File: config.mk
export PLATFORM = sky130hd
export DESIGN_NAME = dma_csr_bank
export DESIGN_NICKNAME = d
export VERILOG_FILES = /design/src/rtl/dma_csr_pkg.sv /design/src/rtl/csr_addr_decode.sv /design/src/rtl/csr_status_reg.sv /design/src/rtl/csr_ptr_pair.sv /design/src/rtl/dma_csr_bank.sv
export SDC_FILE = /design/constraint.sdc
export NUM_CORES = 1
export LEC_CHECK = 0
export BUFFER_PORTS_ARGS = -buffer_cell sky130_fd_sc_hd__buf_2
export CORE_MARGIN = 8
export CORE_UTILIZATION = 57
export DETAILED_ROUTE_END_ITERATION = 7
export GPL_TIMING_DRIVEN = 0
export PLACE_DENSITY = 0.8
export SLEW_MARGIN = 20
export SYNTH_ARGS = -nofsm -noshare
export SYNTH_HDL_FRONTEND = slang
export SYNTH_SLANG_ARGS = --single-unit
export TNS_END_PERCENT = 30
File: constraint.sdc
create_clock -name clk -period 5.05 [get_ports clk]
set_input_delay 1.515 -clock clk [delete_from_list [all_inputs] [get_ports clk]]
set_output_delay 1.515 -clock clk [all_outputs]
set_load 0.02 [all_outputs]
File: src/rtl/dma_csr_pkg.sv
package dma_csr_pkg;

    localparam int unsigned IDX_VERSION  = 10'h008;
    localparam int unsigned IDX_STA_HI   = 10'h010;
    localparam int unsigned IDX_STA_LO   = 10'h011;
    localparam int unsigned IDX_BUS_MODE = 10'h3C0;
    localparam int unsigned IDX_TX_POLL  = 10'h3C1;
    localparam int unsigned IDX_RX_POLL  = 10'h3C2;
    localparam int unsigned IDX_RX_BASE  = 10'h3C3;
    localparam int unsigned IDX_TX_BASE  = 10'h3C4;
    localparam int unsigned IDX_STATUS   = 10'h3C5;
    localparam int unsigned IDX_CONTROL  = 10'h3C6;
    localparam int unsigned IDX_INT_EN   = 10'h3C7;
    localparam int unsigned IDX_CUR_TX   = 10'h3D2;
    localparam int unsigned IDX_CUR_RX   = 10'h3D3;

    localparam int unsigned CTRL_RX_BIT  = 1;
    localparam int unsigned CTRL_TX_BIT  = 13;

    localparam int unsigned NUM_CHAN = 2;
    localparam int unsigned CH_TX    = 0;
    localparam int unsigned CH_RX    = 1;

    typedef struct packed {
        logic version;
        logic sta_hi;
        logic sta_lo;
        logic bus_mode;
        logic tx_poll;
        logic rx_poll;
        logic rx_base;
        logic tx_base;
        logic status;
        logic control;
        logic int_en;
        logic cur_tx;
        logic cur_rx;
    } csr_sel_t;

endpackage

File: src/rtl/csr_addr_decode.sv
module csr_addr_decode
    import dma_csr_pkg::*;
#(
    parameter int unsigned ADDR_W = 12
) (
    input  logic [ADDR_W-1:0] addr,
    output csr_sel_t          sel,
    output logic              hit
);
    localparam int unsigned WIDX_W = ADDR_W - 2;

    logic [WIDX_W-1:0] widx;
    assign widx = addr[ADDR_W-1:2];

    always_comb begin
        sel = '0;
        unique case (widx)
            WIDX_W'(IDX_VERSION):  sel.version  = 1'b1;
            WIDX_W'(IDX_STA_HI):   sel.sta_hi   = 1'b1;
            WIDX_W'(IDX_STA_LO):   sel.sta_lo   = 1'b1;
            WIDX_W'(IDX_BUS_MODE): sel.bus_mode = 1'b1;
            WIDX_W'(IDX_TX_POLL):  sel.tx_poll  = 1'b1;
            WIDX_W'(IDX_RX_POLL):  sel.rx_poll  = 1'b1;
            WIDX_W'(IDX_RX_BASE):  sel.rx_base  = 1'b1;
            WIDX_W'(IDX_TX_BASE):  sel.tx_base  = 1'b1;
            WIDX_W'(IDX_STATUS):   sel.status   = 1'b1;
            WIDX_W'(IDX_CONTROL):  sel.control  = 1'b1;
            WIDX_W'(IDX_INT_EN):   sel.int_en   = 1'b1;
            WIDX_W'(IDX_CUR_TX):   sel.cur_tx   = 1'b1;
            WIDX_W'(IDX_CUR_RX):   sel.cur_rx   = 1'b1;
            default:               sel          = '0;
        endcase
    end

    assign hit = |sel;

    // at most one register selected for any address
    always_comb begin
        a_r10_sel_onehot: assert ($onehot0(sel));
    end

    logic unused_lsb;
    assign unused_lsb = ^addr[1:0];

endmodule

File: src/rtl/csr_status_reg.sv
module csr_status_reg #(
    parameter int unsigned W = 32
) (
    input  logic         clk,
    input  logic         rst_n,
    input  logic         clr_en,
    input  logic [W-1:0] clr_mask,
    input  logic [W-1:0] set_mask,
    output logic [W-1:0] q
);
    logic [W-1:0] nxt;

    always_comb begin
        nxt = q;
        if (clr_en) begin
            nxt = nxt & ~clr_mask;
        end
        nxt = nxt | set_mask;
    end

    always_ff @(posedge clk or negedge rst_n) begin
        if (!rst_n) begin
            q <= '0;
        end else begin
            q <= nxt;
        end
    end

    a_r4_set_sticky: assert property (@(posedge clk) disable iff (!rst_n)
        (|set_mask) |=> ((q & $past(set_mask)) == $past(set_mask)));

    a_r3_w1c_clears: assert property (@(posedge clk) disable iff (!rst_n)
        clr_en |=> ((q & $past(clr_mask) & ~$past(set_mask)) == '0));

    a_r4_hold_idle: assert property (@(posedge clk) disable iff (!rst_n)
        (!clr_en && (set_mask == '0)) |=> (q == $past(q)));

endmodule

File: src/rtl/csr_ptr_pair.sv
module csr_ptr_pair #(
    parameter int unsigned W = 32
) (
    input  logic         clk,
    input  logic         rst_n,
    input  logic         base_we,
    input  logic         cur_we,
    input  logic [W-1:0] wdata,
    input  logic         eng_load,
    input  logic [W-1:0] eng_value,
    output logic [W-1:0] base_q,
    output logic [W-1:0] cur_q
);
    always_ff @(posedge clk or negedge rst_n) begin
        if (!rst_n) begin
            base_q <= '0;
            cur_q  <= '0;
        end else begin
            if (base_we) begin
                base_q <= wdata;
            end
            if (base_we || cur_we) begin
                cur_q <= wdata;
            end else if (eng_load) begin
                cur_q <= eng_value;
            end
        end
    end

    a_r6_base_reload: assert property (@(posedge clk) disable iff (!rst_n)
        base_we |=> (cur_q == base_q));

    a_r11_sw_wins: assert property (@(posedge clk) disable iff (!rst_n)
        ((base_we || cur_we) && eng_load) |=> (cur_q == $past(wdata)));

    a_r11_eng_load: assert property (@(posedge clk) disable iff (!rst_n)
        (eng_load && !base_we && !cur_we) |=> (cur_q == $past(eng_value)));

endmodule

File: src/rtl/dma_csr_bank.sv
module dma_csr_bank
    import dma_csr_pkg::*;
#(
    parameter int unsigned ADDR_W      = 12,
    parameter logic [47:0] STATION_MAC = 48'hA1B2_C3D4_E5F6,
    parameter logic [31:0] VERSION_ID  = 32'h0000_1012
) (
    input  logic              clk,
    input  logic              rst_n,
    input  logic [ADDR_W-1:0] bus_addr,
    input  logic              bus_wr,
    input  logic              bus_rd,
    input  logic [31:0]       bus_wdata,
    output logic [31:0]       bus_rdata,
    input  logic [31:0]       hw_status_set,
    input  logic              tx_ptr_load,
    input  logic [31:0]       tx_ptr_value,
    input  logic              rx_ptr_load,
    input  logic [31:0]       rx_ptr_value,
    output logic [31:0]       cur_tx_desc,
    output logic [31:0]       cur_rx_desc,
    output logic              tx_enable,
    output logic              rx_enable,
    output logic              tx_poll,
    output logic              rx_poll,
    output logic              irq
);
    localparam int unsigned DW = 32;
    localparam logic [DW-1:0] STA_HI_RST = {16'h0000, STATION_MAC[47:32]};
    localparam logic [DW-1:0] STA_LO_RST = STATION_MAC[31:0];

    csr_sel_t sel;
    logic     hit;

    csr_addr_decode #(.ADDR_W(ADDR_W)) u_dec (
        .addr (bus_addr),
        .sel  (sel),
        .hit  (hit)
    );

    // status word
    logic [DW-1:0] status_q;

    csr_status_reg #(.W(DW)) u_status (
        .clk      (clk),
        .rst_n    (rst_n),
        .clr_en   (bus_wr && sel.status),
        .clr_mask (bus_wdata),
        .set_mask (hw_status_set),
        .q        (status_q)
    );

    // base / current pointer pairs, one per channel
    logic [NUM_CHAN-1:0]         ch_base_we;
    logic [NUM_CHAN-1:0]         ch_cur_we;
    logic [NUM_CHAN-1:0]         ch_eng_load;
    logic [NUM_CHAN-1:0][DW-1:0] ch_eng_value;
    logic [NUM_CHAN-1:0][DW-1:0] ch_base_q;
    logic [NUM_CHAN-1:0][DW-1:0] ch_cur_q;

    assign ch_base_we[CH_TX]   = bus_wr && sel.tx_base;
    assign ch_base_we[CH_RX]   = bus_wr && sel.rx_base;
    assign ch_cur_we[CH_TX]    = bus_wr && sel.cur_tx;
    assign ch_cur_we[CH_RX]    = bus_wr && sel.cur_rx;
    assign ch_eng_load[CH_TX]  = tx_ptr_load;
    assign ch_eng_load[CH_RX]  = rx_ptr_load;
    assign ch_eng_value[CH_TX] = tx_ptr_value;
    assign ch_eng_value[CH_RX] = rx_ptr_value;

    for (genvar c = 0; c < NUM_CHAN; c++) begin : g_chan
        csr_ptr_pair #(.W(DW)) u_ptr (
            .clk       (clk),
            .rst_n     (rst_n),
            .base_we   (ch_base_we[c]),
            .cur_we    (ch_cur_we[c]),
            .wdata     (bus_wdata),
            .eng_load  (ch_eng_load[c]),
            .eng_value (ch_eng_value[c]),
            .base_q    (ch_base_q[c]),
            .cur_q     (ch_cur_q[c])
        );
    end

    assign cur_tx_desc = ch_cur_q[CH_TX];
    assign cur_rx_desc = ch_cur_q[CH_RX];

    // plain storage registers and poll strobes
    logic [DW-1:0] bus_mode_q;
    logic [DW-1:0] control_q;
    logic [DW-1:0] int_en_q;
    logic [DW-1:0] sta_hi_q;
    logic [DW-1:0] sta_lo_q;
    logic          tx_poll_q;
    logic          rx_poll_q;

    always_ff @(posedge clk or negedge rst_n) begin
        if (!rst_n) begin
            bus_mode_q <= '0;
            control_q  <= '0;
            int_en_q   <= '0;
            sta_hi_q   <= STA_HI_RST;
            sta_lo_q   <= STA_LO_RST;
            tx_poll_q  <= 1'b0;
            rx_poll_q  <= 1'b0;
        end else begin
            tx_poll_q <= bus_wr && sel.tx_poll;
            rx_poll_q <= bus_wr && sel.rx_poll;
            if (bus_wr) begin
                if (sel.bus_mode) bus_mode_q <= {bus_wdata[DW-1:1], 1'b0};
                if (sel.control)  control_q  <= bus_wdata;
                if (sel.int_en)   int_en_q   <= bus_wdata;
                if (sel.sta_hi)   sta_hi_q   <= bus_wdata;
                if (sel.sta_lo)   sta_lo_q   <= bus_wdata;
            end
        end
    end

    assign tx_poll   = tx_poll_q;
    assign rx_poll   = rx_poll_q;
    assign tx_enable = control_q[CTRL_TX_BIT];
    assign rx_enable = control_q[CTRL_RX_BIT];
    assign irq       = |(status_q & int_en_q);

    // read mux
    always_comb begin
        bus_rdata = '0;
        if (bus_rd) begin
            unique case (1'b1)
                sel.version:  bus_rdata = VERSION_ID;
                sel.sta_hi:   bus_rdata = sta_hi_q;
                sel.sta_lo:   bus_rdata = sta_lo_q;
                sel.bus_mode: bus_rdata = bus_mode_q;
                sel.rx_base:  bus_rdata = ch_base_q[CH_RX];
                sel.tx_base:  bus_rdata = ch_base_q[CH_TX];
                sel.status:   bus_rdata = status_q;
                sel.control:  bus_rdata = control_q;
                sel.int_en:   bus_rdata = int_en_q;
                sel.cur_tx:   bus_rdata = ch_cur_q[CH_TX];
                sel.cur_rx:   bus_rdata = ch_cur_q[CH_RX];
                default:      bus_rdata = '0;
            endcase
        end
    end

    a_r7_tx_poll_cause: assert property (@(posedge clk) disable iff (!rst_n)
        tx_poll |-> $past(bus_wr && sel.tx_poll));

    a_r7_rx_poll_cause: assert property (@(posedge clk) disable iff (!rst_n)
        rx_poll |-> $past(bus_wr && sel.rx_poll));

    a_r8_irq_rise_cause: assert property (@(posedge clk) disable iff (!rst_n)
        $rose(irq) |-> ($past(bus_wr) || $past(|hw_status_set)));

    a_r10_unmapped_read: assert property (@(posedge clk) disable iff (!rst_n)
        (bus_rd && !hit) |-> (bus_rdata == '0));

    a_r12_idle_rdata: assert property (@(posedge clk) disable iff (!rst_n)
        !bus_rd |-> (bus_rdata == '0));

    a_r5_busmode_bit0: assert property (@(posedge clk) disable iff (!rst_n)
        (bus_rd && sel.bus_mode) |-> !bus_rdata[0]);

endmodule

==> results of run 1 <==
## routing by layer
layer	GRT usage (%)	up-vias
li1	-	5160
met4	15.1	4
met2	49.9	794
met5	0	-
met3	9.28	169
met1	41.1	6371
## stage by stage
stage | power (mW) | setup WS (ns) | instances | hold slack (ns) | util (%)
5_1_grt | 5.94 | -0.00155 | 1876 | 0.514 | 69.7
4_1_cts | 5.78 | 0.00420 | 1871 | 0.498 | 68.8
3_5_place_dp | 3.29 | -1.01 | 1800 | 0.484 | 63.9
3_3_place_gp | 3.26 | -3.53 | 1796 | 0.473 | 63.5
6_report | 5.79 | -0.0456 | 1876 | 0.503 | 69.7
2_1_floorplan | 3.02 | 0.316 | 1249 | 0.465 | -
## final timing paths
path	from	to	slack (ns)
min in group asynchronous	rst_n	g_chan[1].u_ptr.cur_q[0]$_DFFE_PN0P_	0.87
setup / recovery	bus_addr[3]	bus_rdata[28]	-0.05
hold reg to reg	g_chan[1].u_ptr.base_q[10]$_DFFE_PN0P_	g_chan[1].u_ptr.base_q[10]$_DFFE_PN0P_	0.50
max in group asynchronous	rst_n	sta_lo_q[18]$_DFFE_PN1P_	2.91
setup reg to reg	g_chan[1].u_ptr.cur_q[12]$_DFFE_PN0P_	g_chan[1].u_ptr.cur_q[12]$_DFFE_PN0P_	4.21
hold / removal	g_chan[1].u_ptr.base_q[10]$_DFFE_PN0P_	g_chan[1].u_ptr.base_q[10]$_DFFE_PN0P_	0.50
## cells in the final DEF (no fill, tap or decap), drive strengths merged, types with 26 or more instances in the layout
cell type	instances
nor2	40
dfstp	26
clkbuf	101
mux2i	94
a221oi	33
a22oi	46
dfrtp	295
a21oi	60
a21o	35
buf	302
nand2	81
o21ai	37
mux2	243
## logic make-up after synthesis
logic type	synth area share [%]
AND/OR/NAND/NOR	5.79
buffers and inverters	3.96
AO/OA/AOI/OAI	12.5
multiplexers	26.2
flip-flops	51.5
## power breakdown
group          total [mW]  switching (mW)  internal, mW
sequential           2.72          0.0700          2.65
clock                2.53            1.04          1.49
combinational       0.536           0.335         0.202
## Yosys cell counts, types with 6 or more instances
library cell,instances
and3_1,11
dfrtp_1,295
a22oi_1,46
buf_4,13
mux4_2,9
nand3_1,6
clkbuf_1,44
buf_6,6
a21o_1,35
a222oi_1,13
a221oi_1,33
mux2i_1,94
buf_1,11
mux2_4,60
mux2_2,181
o21ai_0,36
dfstp_2,26
nand2_1,78
nor2_1,39
a21oi_1,60
a31oi_1,10
buf_2,48
a22o_1,18
o22ai_1,16
## sequential cells by signal, summed over array words and instances (netlist names)
signal / count
u_status.q: 32
bus_mode_q: 31
sta_lo_q: 32
g_chan.u_ptr.base_q: 64
sta_hi_q: 32
int_en_q: 32
control_q: 32
g_chan.u_ptr.cur_q: 64
rx_poll: 1
tx_poll: 1
## cell type report
cell class                 instances  area (sq um)  share of cell area [%]
tap                              341           427                    2.27
inverter                           2          7.51                  0.0400
sequential                       321          8070                    43.0
clock inverter                     5          78.8                   0.420
timing repair buffer             224          1290                    6.85
clock buffer                      57          1030                    5.48
multi-input combinational        804          7160                    38.1
buffer                           122           724                    3.86
## critical path: stages
cell and delay, ns:
buf_2 0.24, and4bb_4 0.42, and3_1 0.21, buf_2 0.31, buf_4 0.31, a22oi_1 0.13
a31oi_1 0.23, buf_4 0.20
## timing repair
item	CTS	global route
gates cloned	0	1
resized for setup	50	52
hold buffers	0	0
setup buffers	9	4
pin swaps	4	4
endpoints found under the setup margin	32	31
hold endpoints to repair	0	0
==> impl_metrics.ini, run 1 <==
[power_and_ir_drop]
pwr_density_cell_nw_per_um2 = 308
cellLeakagePower_nw = 8.95
vdd_ir_drop_max_mv = 0.257

[logic_synthesis]
ys_warn_count = 0
synth_fp_nets = 1395
synth_top_cell_by_area = dfrtp_1
syn_area_sq_um = 15700
synthFlopType = dfrtp_1
synth-seq-area-share_pct = 51.5
async_flop_share_pct = 100
syn-instance-count = 1249
synth_seq_cells = 321
avgSynthCellArea_sq_um = 12.5
post_synth_main_area_contributors = dfrtp_1 47%, mux2_2 13%, mux2i_1 6.0%
synth_edf_count = 0
yosysTopAreaCellShare_pct = 47.1
ys_types = 59

[die]
core_sq_um = 27000
die-area_sq_um = 33000
die_h_um = 182
row_count = 60
fp.dieW_um = 182
io_pins = 247
start_util_pct = 58.1

[routing]
drt-initial-drc-count = 1405
met1_length_um = 21000
highest_layer = met5
route.met2.wl_um = 24800
drc = 0
num_vias = 12498
vias_per_cell = 6.66
wire_per_inst_um = 29.0
dr.pass1.iters = 5
ant_nets = 0
met3WireLength_um = 5930
drt-total-wl_um = 54400

[clocking]
htreeDepth = 2
clock-sinks = 321
cts_tree = done
numCtsBuffers = 35
clk_pin_slew_ns = 0.06
clock_path_buffers = 3
clk_latency_ns = 0.51
clock-root-buffer = clkbuf_16

[sta]
rsz0062_at_grt = true
slew_viol_final = 0
timing.final.crit_share_pct = 101
fin_skew_ns = 0
finalSetupViolCount = 5
tns_ns = -0.101
final_hold_viol_count = 0
tightest_slew_ns = 1.18
fmax_mhz = 196
final.min_clock_period_ns = 5.10
slew_headroom_pct = 21.3
fin_ws_ns = -0.0456

[layout]
num-fill-cells = 1939
area_growth_pct = 19.9
final_area_sq_um = 18800
num-nets-final = 1656
drive_gt1_share_pct = 43.5
diodes = 0

[critical_path]
crit_arrival_ns = 3.58
r2r_cells = 2
end_kind = output port
critPathKind = in2out
cp_max_fo = 10
critPathRequiredTime_ns = 3.54
start_kind = primary input

[global_routing]
antenna_found_initial = 2
grt_pass1_vias = 13002
grt_max_degree = 101
grt_overflow = 0
grt_pass1_wl_um = 80600
track_usage_pct = 32.1

[hold_path]
min_path_type = reg2reg
holdPathStages = 1

[placed_design]
dp_hpwl_um = 37300
io_buffers = 206
place_area_sq_um = 17200
gp_congestion = 0.963

[run_status]
outcome = finished with violations
violations = negative setup slack

[run]
drv_cap = 0
(Power assumes the default switching activity.)
==> inputs of run 2 (changes only) <==
--- a/config.mk
+++ b/config.mk
@@ -14,5 +14,6 @@
 export SLEW_MARGIN = 20
 export SYNTH_ARGS = -nofsm -noshare
 export SYNTH_HDL_FRONTEND = slang
+export SYNTH_HIERARCHICAL = 1
 export SYNTH_SLANG_ARGS = --single-unit
 export TNS_END_PERCENT = 30
==> run 2 against run 1 <==
Against the previous run:
- the flow still finishes with violations (negative setup slack)
- critical path type unchanged
- critical path depth increased by 4
- sequential share of layout area about the same
- power decreased by 2.2%
- largest power group unchanged
- highest routed layer unchanged
- non-clock buffer count up 2
- synthesized area fell by 3.9%
==> impl_metrics.ini, run 2 <==
[placed_design]
placed_cells = 1737
gp_congestion = 0.904
place_ws_ns = -0.863
io_buffers = 242
dp_hpwl_um = 34300

[sta]
slew_headroom_pct = 42.2
rsz0062_at_grt = true
slew_viol_final = 0
tightest_slew_ns = 0.867
fin_skew_ns = 0
fmax_mhz = 190
final_hold_viol_count = 0
final.min_clock_period_ns = 5.27
tns_ns = -5.97
finalSetupViolCount = 32
timing.final.crit_share_pct = 104
fin_ws_ns = -0.217

[clocking]
clock_path_buffers = 3
clk_pin_slew_ns = 0.06
cts_tree = done
clk_latency_ns = 0.51
htreeDepth = 2
clock-root-buffer = clkbuf_16
numCtsBuffers = 35
clock-sinks = 321
cts_hold_buf = 0

[routing]
drt-initial-drc-count = 1121
wire_per_inst_um = 27.8
met1_length_um = 19500
route.met2.wl_um = 23000
met3WireLength_um = 5440
drc = 0
highest_layer = met5
vias_per_cell = 6.70
num_vias = 12112
dr.pass1.iters = 6
ant_nets = 0
drt-total-wl_um = 50200

[logic_synthesis]
avgSynthCellArea_sq_um = 13.0
ys_warn_count = 6
synth_fp_nets = 1302
syn_area_sq_um = 15100
syn-instance-count = 1156

[global_routing]
grt_pass1_wl_um = 75700
grt_max_degree = 101
grt_overflow = 0
grt_pass1_vias = 12798
track_usage_pct = 31.2
antenna_found_initial = 1

[run_status]
violations = negative setup slack
outcome = finished with violations

[critical_path]
crit_slowest_cell = or3b_4
r2r_cells = 1
cp_top_family = simple AND/OR/NAND/NOR gates
cp_max_fo = 10
crit_top_cell = buf_12
critPathRequiredTime_ns = 3.54
cp.depth = 12
cp-endpoint = bus_rdata[23]
start_kind = primary input
r2r-start = int_en_q[2]$_DFFE_PN0P_
path_cells = buf_8 > nand4_4 > or3_4 > or3b_4 > nor3b_2 > clkbuf_8 > or4_4 > o31ai_4 > buf_12 > buf_12 > a31oi_4 > buf_6
end_kind = output port
slowest_delay_ns = 0.42
r2r_slack_ns = 4.20
critPathKind = in2out
path_buf_inv = 5
crit_arrival_ns = 3.75
timing.rr.end = int_en_q[2]$_DFFE_PN0P_
crit_start = bus_addr[9]

[power_and_ir_drop]
cellLeakagePower_nw = 8.51
pwr_density_cell_nw_per_um2 = 302
p_int_mw = 4.30
pwr-share-seq_pct = 48.1
p_sw_share_pct = 24.2
clockPowerShare_pct = 44.1
p_comb_share_pct = 7.8
p_switching_mw = 1.37
vdd_ir_drop_max_mv = 0.267

[die]
core_sq_um = 26000
fp.dieW_um = 179
die_h_um = 179
io_pins = 247
row_count = 59
start_util_pct = 57.9
die-area_sq_um = 31900

[hold_path]
min_path_type = reg2reg

[layout]
num-nets-final = 1592
fin_cells = 1807
mostFrequentLayoutCell = dfrtp_1
final_util_pct = 72.3
mostFrequentLayoutCells = 295 x dfrtp_1, 208 x buf_2, 167 x mux2_2
largestRegisters = g_chan.u_ptr/base_q: 64 flops, g_chan.u_ptr/cur_q: 64 flops
area_growth_pct = 24.8
drive_gt1_share_pct = 45.3

[run]
drv_cap = 0
## run 2: final cells by class
class / instances / area [sq um]
inverter: 1 / 3.75
sequential: 321 / 8070
multi-input combinational: 739 / 6860
clock inverter: 6 / 58.8
clock buffer: 56 / 1050
timing repair buffer: 253 / 1600
tap: 335 / 419
antenna: 1 / 2.50
buffer: 95 / 739
fill: 1739 / 7190
## run 2: metrics by stage
| step | cell area, sq um | total power, mW | hold WS, ns |
|---|---|---|---|
| floorplan | 15200 | 2.94 | 0.472 |
| global placement | 16800 | 3.18 | 0.487 |
| detailed placement | 16900 | 3.20 | 0.493 |
| CTS | 18600 | 5.67 | 0.507 |
| global route | 18800 | 5.82 | 0.520 |
| finish | 18800 | 5.67 | 0.506 |
## run 2: what timing repair did
item / in CTS / in global routing
setup buffers: 4 / 2
cloned: 1 / 0
endpoints found under the setup margin: 32 / 32
pin swaps: 5 / 0
gates resized for setup: 149 / 34
hold endpoints to repair: 0 / 0
## run 2: routing by layer
metal  global-route usage [%]  up-vias
met1                     39.5     6199
met2                     48.6      765
met4                     13.7        2
met3                     9.74      147
li1                         -     4999
met5                        0        -
## run 2: how the worst min path moves through the flow
stage	startpoint	to	depth (start not counted)
after floorplan	u_status/q[1]$_DFF_PN0_	u_status/q[1]$_DFF_PN0_	1
after global placement	bus_mode_q[30]$_DFFE_PN0P_	bus_mode_q[30]$_DFFE_PN0P_	1
after detailed placement	g_chan[0].u_ptr/base_q[0]$_DFFE_PN0P_	g_chan[0].u_ptr/base_q[0]$_DFFE_PN0P_	1
after CTS	bus_mode_q[29]$_DFFE_PN0P_	bus_mode_q[29]$_DFFE_PN0P_	1
after global routing	bus_mode_q[15]$_DFFE_PN0P_	bus_mode_q[15]$_DFFE_PN0P_	1
final	control_q[20]$_DFFE_PN0P_	control_q[20]$_DFFE_PN0P_	1
## run 2: power by group through the flow
stage / clock network [mW] / registers, mW / logic [mW]
floorplan: 0 / 2.81 / 0.124
global placement: 0 / 2.76 / 0.419
detailed placement: 0 / 2.77 / 0.438
CTS: 2.51 / 2.72 / 0.444
global route: 2.61 / 2.73 / 0.481
finish: 2.50 / 2.72 / 0.445
